File: src/rtl/olsc_pkg.sv
package olsc_pkg;

  typedef enum logic [1:0] {
    ST_IDLE  = 2'd0,
    ST_SCAN  = 2'd1,
    ST_DRAIN = 2'd2,
    ST_VOTE  = 2'd3
  } dec_state_e;

  // smallest width that can represent every value 0..v
  function automatic int width_for(input int v);
    for (int w = 1; w < 32; w++) begin
      if ((1 << w) > v) return w;
    end
    return 32;
  endfunction

  function automatic int data_bits(input int q);
    return q * q;
  endfunction

  function automatic int check_rows(input int q, input int t);
    return 2 * t * q;
  endfunction

endpackage

File: src/rtl/olsc_hmem.sv
module olsc_hmem #(
  parameter int ROWS  = 6,
  parameter int WIDTH = 15,
  parameter int AW    = 3
) (
  input  logic             clk,
  input  logic             we,
  input  logic [AW-1:0]    waddr,
  input  logic [WIDTH-1:0] wdata,
  input  logic             re,
  input  logic [AW-1:0]    raddr,
  output logic [WIDTH-1:0] rdata
);

  logic [WIDTH-1:0] mem [ROWS];

  // single write port, registered read port: maps onto block RAM
  always_ff @(posedge clk) begin
    if (we) mem[waddr] <= wdata;
    if (re) rdata <= mem[raddr];
  end

endmodule

File: src/rtl/olsc_vote_acc.sv
module olsc_vote_acc #(
  parameter int K  = 9,
  parameter int N  = 15,
  parameter int CW = 3
) (
  input  logic            clk,
  input  logic            rst,
  input  logic            clr,
  input  logic            acc_en,
  input  logic [N-1:0]    row,
  input  logic [N-1:0]    word,
  output logic [K*CW-1:0] cnt_flat
);

  logic syn_fail;

  // one syndrome bit: AND the row with the word, XOR-reduce
  always_comb syn_fail = ^(row & word);

  for (genvar j = 0; j < K; j++) begin : g_cnt
    logic [CW-1:0] cnt_q;

    always_ff @(posedge clk) begin
      if (rst || clr) begin
        cnt_q <= '0;
      end else if (acc_en && syn_fail && row[j]) begin
        cnt_q <= cnt_q + CW'(1);
      end
    end

    assign cnt_flat[j*CW +: CW] = cnt_q;
  end

endmodule

File: src/rtl/olsc_mux_vote.sv
module olsc_mux_vote #(
  parameter int K   = 9,
  parameter int CW  = 3,
  parameter int THR = 1
) (
  input  logic            clk,
  input  logic            rst,
  input  logic            en,
  input  logic [K-1:0]    rx_data,
  input  logic [K*CW-1:0] cnt_flat,
  output logic [K-1:0]    dout,
  output logic            done
);

  logic [K-1:0] fixed;

  for (genvar j = 0; j < K; j++) begin : g_mux
    logic flip;
    always_comb begin
      flip     = cnt_flat[j*CW +: CW] > CW'(THR);
      fixed[j] = flip ? ~rx_data[j] : rx_data[j];
    end
  end

  always_ff @(posedge clk) begin
    if (rst) begin
      dout <= '0;
      done <= 1'b0;
    end else begin
      done <= en;
      if (en) dout <= fixed;
    end
  end

endmodule

File: src/rtl/olsc_mv_corrector.sv
module olsc_mv_corrector
  import olsc_pkg::*;
#(
  parameter int Q  = 3,
  parameter int T  = 1,
  localparam int K  = data_bits(Q),
  localparam int R  = check_rows(Q, T),
  localparam int N  = K + R,
  localparam int AW = width_for(R - 1)
) (
  input  logic          clk,
  input  logic          rst,
  input  logic          h_we,
  input  logic [AW-1:0] h_waddr,
  input  logic [N-1:0]  h_wdata,
  input  logic          cw_valid,
  input  logic [N-1:0]  cw_data,
  output logic [K-1:0]  dout,
  output logic          done
);

  localparam int CW  = width_for(R);
  localparam int THR = Q / 2;

  dec_state_e      state_q;
  logic [AW-1:0]   row_q;
  logic [N-1:0]    cw_q;
  logic            acc_v_q;
  logic            acc_last_q;
  logic            idle;
  logic            accept;
  logic            rd_en;
  logic            vote_en;
  logic            scan_last;
  logic [N-1:0]    h_row;
  logic [K*CW-1:0] cnt_flat;

  always_comb begin
    idle      = (state_q == ST_IDLE);
    accept    = idle && cw_valid;
    rd_en     = (state_q == ST_SCAN);
    vote_en   = (state_q == ST_VOTE);
    scan_last = (row_q == AW'(R - 1));
  end

  always_ff @(posedge clk) begin
    if (rst) begin
      state_q    <= ST_IDLE;
      row_q      <= '0;
      cw_q       <= '0;
      acc_v_q    <= 1'b0;
      acc_last_q <= 1'b0;
    end else begin
      acc_v_q    <= rd_en;
      acc_last_q <= rd_en && scan_last;
      case (state_q)
        ST_IDLE: begin
          if (cw_valid) begin
            cw_q    <= cw_data;
            row_q   <= '0;
            state_q <= ST_SCAN;
          end
        end
        ST_SCAN: begin
          row_q <= row_q + AW'(1);
          if (scan_last) state_q <= ST_DRAIN;
        end
        ST_DRAIN: begin
          if (acc_last_q) state_q <= ST_VOTE;
        end
        ST_VOTE: state_q <= ST_IDLE;
        default: state_q <= ST_IDLE;
      endcase
    end
  end

  olsc_hmem #(
    .ROWS  (R),
    .WIDTH (N),
    .AW    (AW)
  ) u_hmem (
    .clk   (clk),
    .we    (h_we),
    .waddr (h_waddr),
    .wdata (h_wdata),
    .re    (rd_en),
    .raddr (row_q),
    .rdata (h_row)
  );

  olsc_vote_acc #(
    .K  (K),
    .N  (N),
    .CW (CW)
  ) u_acc (
    .clk      (clk),
    .rst      (rst),
    .clr      (accept),
    .acc_en   (acc_v_q),
    .row      (h_row),
    .word     (cw_q),
    .cnt_flat (cnt_flat)
  );

  olsc_mux_vote #(
    .K   (K),
    .CW  (CW),
    .THR (THR)
  ) u_vote (
    .clk      (clk),
    .rst      (rst),
    .en       (vote_en),
    .rx_data  (cw_q[K-1:0]),
    .cnt_flat (cnt_flat),
    .dout     (dout),
    .done     (done)
  );

endmodule

File: config.mk
export PLATFORM = sky130hd
export DESIGN_NAME = olsc_mv_corrector
export DESIGN_NICKNAME = d
export VERILOG_FILES = /design/src/rtl/olsc_pkg.sv /design/src/rtl/olsc_hmem.sv /design/src/rtl/olsc_vote_acc.sv /design/src/rtl/olsc_mux_vote.sv /design/src/rtl/olsc_mv_corrector.sv
export SDC_FILE = /design/constraint.sdc
export NUM_CORES = 1
export LEC_CHECK = 0
export BUFFER_PORTS_ARGS = -buffer_cell sky130_fd_sc_hd__buf_2
export CAP_MARGIN = 10
export CELL_PAD_IN_SITES_DETAIL_PLACEMENT = 1
export CELL_PAD_IN_SITES_GLOBAL_PLACEMENT = 2
export CORE_MARGIN = 8
export CORE_UTILIZATION = 35
export CTS_CLUSTER_DIAMETER = 150
export DETAILED_ROUTE_END_ITERATION = 10
export PLACE_DENSITY_LB_ADDON = 0.15
export SLEW_MARGIN = 20
export SYNTH_ARGS = -nofsm -noshare
export SYNTH_HDL_FRONTEND = slang
export SYNTH_HIERARCHICAL = 1
export SYNTH_SLANG_ARGS = --single-unit
File: constraint.sdc
create_clock -name clk -period 4.27 [get_ports clk]
set_clock_uncertainty 0.1 [all_clocks]
set_input_delay 0.2135 -clock clk [delete_from_list [all_inputs] [get_ports clk]]
set_output_delay 0.2135 -clock clk [all_outputs]
set_load 0.02 [all_outputs]
# Yosys cells after proc, flatten, opt, wreduce, memory -nomap -nowiden
# Memories as Yosys holds them, arrays and structs flattened. A register that Yosys moved wholly into a read port is not among the register bits.
# Cells that the tools add are included.
[word_totals]
reg_bits = 59
mem_bits_rw = 90
input_bits = 37
out_inout_bits = 10
n_memories = 1
[classes]
add_sub_neg = 10
magnitude_cmp = 9
n_eq_ne = 7
n_mux = 17
n_bitwise = 10
n_reduce_logical = 19
[memory_table]
columns = ["name", "words", "width", "rd", "rd_clocked_by_memory_dff", "wr", "line", "text"]
rows = [
  ["u_hmem.mem", 6, 15, 1, 1, 1, "olsc_hmem.sv:15", "logic [WIDTH-1:0] mem [ROWS];"],
]
[ops]
columns = ["op", "count"]
rows = [
  ["$add 3x1->3 const B", 10],
  ["$gt 3x1->1 const B", 9],
  ["$and 15x15->15", 1],
  ["$reduce_xor 15->1", 1],
  ["$logic_and 1x1->1", 12],
  ["$mux 1", 11],
  ["$not 1->1", 9],
  ["$pmux 2 s4", 1],
  ["$mux 2", 3],
  ["$pmux 3 s2", 1],
  ["$eq 2x2->1 const B", 2],
  ["$ne 2x2->1 const B", 2],
  ["$reduce_and 2->1", 2],
  ["$eq 3x3->1 const B", 1],
  ["$mux 3", 1],
  ["$reduce_and 3->1", 1],
  ["$eq 2x1->1 const B", 1],
  ["$logic_not 2->1", 1],
  ["$ne 2x1->1 const B", 1],
  ["$reduce_bool 2->1", 1],
  ["$logic_or 1x1->1", 1],
]

# Depth between registers and ports, before layout
[logic_depth]
word_depth = 4
ltp_mapped = 9

# Cells and area by module
# The synthesis kept the hierarchy.
[modules_own_cells]
columns = ["module", "instances", "cells_per_inst", "area_per_inst_um2"]
rows = [
  ["olsc_hmem", 1, 201, 4008.8],
  ["olsc_vote_acc", 1, 173, 1453.9],
  ["olsc_mv_corrector", 1, 108, 900.9],
  ["olsc_mux_vote", 1, 59, 470.5],
]

# Least setup slack after synthesis
# No wires, ideal clock.
[synth_path]
kind = "register -> register"
startpoint = "reg u_hmem.rdata[0] (read register of u_hmem.mem)"
endpoint = "reg u_acc.g_cnt[2].cnt_q[1]"
setup_ns = 0.125
arrival_time_ns = 2.049
slack_ns = 1.996
stages_incl_launch_ff = 9
path_cell_list = "edfxtp_1 > nand2_1 > xnor3_1 > xnor3_1 > xnor3_2 > buf_6 > buf_2 > o211ai_1 > o31ai_1"
[synth_between]
elab_chain_len = 4
[synth_rtl]
columns = ["item", "line", "text"]
rows = [
  ["from (decl)", "olsc_hmem.sv:12", "output logic [WIDTH-1:0] rdata"],
  ["$and 15x15->15", "olsc_vote_acc.sv:18", "always_comb syn_fail = ^(row & word);"],
  ["$reduce_xor 15->1", "olsc_vote_acc.sv:18", ""],
  ["$logic_and 1x1->1 (2 in series)", "olsc_vote_acc.sv:26", "end else if (acc_en && syn_fail && row[j]) begin"],
  ["to (signal assigned)", "olsc_vote_acc.sv:27", "cnt_q <= cnt_q + CW'(1);"],
  ["to (decl)", "olsc_vote_acc.sv:21", "logic [CW-1:0] cnt_q;"],
]
# Every way passes these cells.
# A chain may end at the register's enable or synchronous reset.

# Worst setup path after layout
[layout_path]
startpoint = "reg u_hmem.rdata[0] (read register of u_hmem.mem)"
endpoint = "reg u_acc.g_cnt[5].cnt_q[0]"
[layout_between]
elab_chain_len = 4
[layout_rtl]
columns = ["item", "line"]
rows = [
  ["$and 15x15->15", "olsc_vote_acc.sv:18"],
  ["$reduce_xor 15->1", "olsc_vote_acc.sv:18"],
  ["$logic_and 1x1->1 (2 in series)", "olsc_vote_acc.sv:26"],
  ["to (signal assigned)", "olsc_vote_acc.sv:27"],
  ["to (decl)", "olsc_vote_acc.sv:21"],
]
# Every way passes these cells.

==> key figures <==
Critical path
  • CP dominant cell by count: xnor3_1
  • Reg2Reg Depth: 6
  • Worst EP required: 4.52 ns
  • Critical-path top delay cell: xnor3_2
  • Origin of the critical flop-to-flop path: u_hmem/rdata[0]$_DFFE_PP_
  • Worst path bufs/invs: 0
  • Crit end category: register
  • Crit path max-delay family: XOR/XNOR gates
  • Crit path cell chain: nand2_1, xnor3_1, xnor3_1, xnor3_2, or3_1, a21oi_1
  • Crit start category: register
  • Worst EP arrival: 2.92 ns
  • Crit-path max cell delay: 0.61 ns
  • Worst setup startpoint: u_hmem/rdata[0]$_DFFE_PP_
  • Worst Setup Path Type: reg -> reg
  • Top fanout value on the critical path: 54
  • CP Depth: 6

Synthesis
  • Top FF cell, synth: edfxtp_1
  • Share of the synthesized area in the top cell type: 46.1%
  • Yosys top cell by area: edfxtp_1
  • Count leader, synth: edfxtp_1
  • Top post-synthesis cells by area: edfxtp_1 46%, dfxtp_1 17%, mux2i_1 6.9%
  • Synth Instances: 541
  • Asr flop ratio synth: 0%
  • Ys Warns: 6
  • Post-Syn Area: 6830 µm²
  • Part of the Yosys area used for sequential elements: 63.4%
  • Synth cell count leaders: 105 x edfxtp_1, 69 x nand2_1, 59 x dfxtp_1, 47 x mux2i_1, 41 x a21oi_1
  • Number of library cell types mapped by synthesis: 43
  • Seq cells post-synth: 164
  • Syn Nets: 593
  • Average size of a mapped cell: 12.6 µm²
  • Number of synthesized flops with an enable pin: 105

STA
  • Final TNS setup: 0 ns
  • Unrepaired setup endpoints after global routing: false
  • Peak Freq: 374 MHz
  • Hold Fails Final Rpt: 0
  • Minimum hold slack: 0.106 ns
  • Tcrit/Tclk final: 62.6%
  • Final setup vio count: 0
  • Measured slew at the worst slew-check pin: 1.09 ns
  • Final slew viol count: 0
  • Slack of the critical path: 1.60 ns
  • Clock period minus worst slack: 2.67 ns
  • Slew headroom: 27.5%

Finish
  • Finished Layout Cells: 892
  • Layout area overhead: 18.6%
  • Final-layout fill cell count: 2050
  • Fin nets: 666
  • Antenna fix cells: 0
  • Share of layout cells above drive strength 1: 16.3%
  • Finished Cell Area: 8100 µm²
  • Post-layout util: 41.9%

CTS
  • Worst skew pair latency: 0.43 ns
  • Clock root buffer: clkbuf_16
  • Clock buffer depth: 2
  • CTS buffer count: 17
  • H-tree levels: 4
  • Hold_buf cts: 30
  • CTS clk-pin slew, worst paths: 0.07 ns
  • Post_cts resized: 0
  • Post-CTS Setup Bufs: 0
  • TritonCTS clock tree: done
  • CTS sink cnt: 164

Detailed routing
  • Final wirelength: 15800 µm
  • Drt pass-1 iters: 5
  • Wire per inst: 17.7 µm
  • 1st-iter DRT viols: 199
  • DRC viols: 0
  • Vias per std cell: 4.96
  • Post-DRT Antenna Nets: 0
  • Routed via count: 4421

Placed design
  • Final RePlAce weighted congestion: 0.684
  • Post-Place Worst Slack: 1.61 ns
  • Post-DP HPWL: 10200 µm
  • Dpl cell area: 7260 µm²
  • Placed Cells: 830
  • Number of port buffers: 46

Power
  • Pleak: 2.87 nW
  • Pwr Total: 4.28 mW
  • Pwr Density: 528 nW/µm²
  • Peak supply drop: 0.000318 V

GRT
  • Vias in the first global route: 4532
  • First-pass GRT wire length: 24900 µm
  • Initial antenna violation count: 0
  • Global Route Usage Sum: 13.5%
  • Largest net degree at the start of global routing: 55
  • Overflow after GRT: 0

Die
  • Die width: 156 µm
  • # IOs: 47
  • Rows: 51
  • Die Area: 24300 µm²
  • Starting Density: 35.3%
  • Core ar.: 19300 µm²
  • Height of the die: 156 µm

Worst hold path
  • Worst hold path depth: 4
  • Hold WC Path Type: in -> reg
  • Hold_sp: cw_valid

Flow run
  • Max cap viols: 0

Outcome
  • Status: completed
## metal layers
layer / up-vias / global-route usage (%) / wire (µm)
li1: 2147 / - / -
met3: 17 / 3.52 / 502
met1: 2181 / 15.7 / 7120
met5: - / 0 / 0
met2: 76 / 23.8 / 7960
met4: 0 / 4.16 / 200
## final cells by class
class	instances	area, µm²	share of cell area, %
Inverter	9	35.0	0.432
Clock inverter	15	119	1.47
Clock buffer	17	425	5.25
Timing Repair Buffer	80	561	6.92
Multi-Input combinational cell	342	2300	28.3
Tap cell	265	332	4.09
Sequential cell	164	4340	53.5
## cells by family (layout without fill, tap and decap cells)
| family | after synthesis | in the layout | share of synthesized area [%] |
|---|---|---|---|
| AOI/OAI and AO/OA | 124 | 124 | 11.5 |
| adders and majority gates | 15 | 15 | 2.75 |
| xor gates and xnor gates | 11 | 11 | 2.03 |
| muxes | 47 | 47 | 6.88 |
| buffers and inverters | 35 | 121 | 3.46 |
| and+or+nand+nor | 145 | 145 | 9.98 |
| DFF | 164 | 164 | 63.4 |
## tightest hold or removal path, cell delays in order
cell and delay (ns):
buf_2 0.12, mux2i_1 0.11, nand2_1 0.08, a21oi_1 0.07
## sequential cells by signal, summed over array words and instances (netlist names)
| signal | count |
|---|---|
| acc_last_q | 1 |
| acc_v_q | 1 |
| cw_q | 15 |
| row_q | 3 |
| state_q | 2 |
| u_acc/g_cnt.cnt_q | 27 |
| u_hmem/mem | 90 |
| u_hmem/rdata | 15 |
| u_vote/done | 1 |
| u_vote/dout | 9 |
## power by group
part | leakage (nW) | internal, mW | total, mW | switching (mW)
clock network | 0.270 | 0.757 | 1.42 | 0.663
logic | 1.16 | 0.297 | 0.878 | 0.581
registers | 1.44 | 1.83 | 1.98 | 0.146
total | 2.87 | 2.89 | 4.28 | 1.39
## layout by cell type, fill, tap and decap left out, types with 10 or more instances in the layout
cell and instances:
nor2_1 13, nand3_1 10, or3_1 27, mux2i_1 47, nor2b_1 11, a22o_1 15, dfxtp_1 58, ha_1 15
buf_2 46, clkbuf_16 17, nand2_1 69, o21ai_0 27, dlygate4sd3_1 30, edfxtp_1 105, a21oi_1 41
## final timing paths
check                                                             to  slack (ns)
worst max-delay path            u_acc/g_cnt[5].cnt_q[0]$_SDFFE_PP0P_        1.60
worst min-delay path                           row_q[0]$_SDFFE_PP0P_        0.11
worst max register to register  u_acc/g_cnt[5].cnt_q[0]$_SDFFE_PP0P_        1.60
worst min register to register                 cw_q[14]$_SDFFE_PP0P_        0.36
No activity file was read; power rests on OpenSTA's default activity.
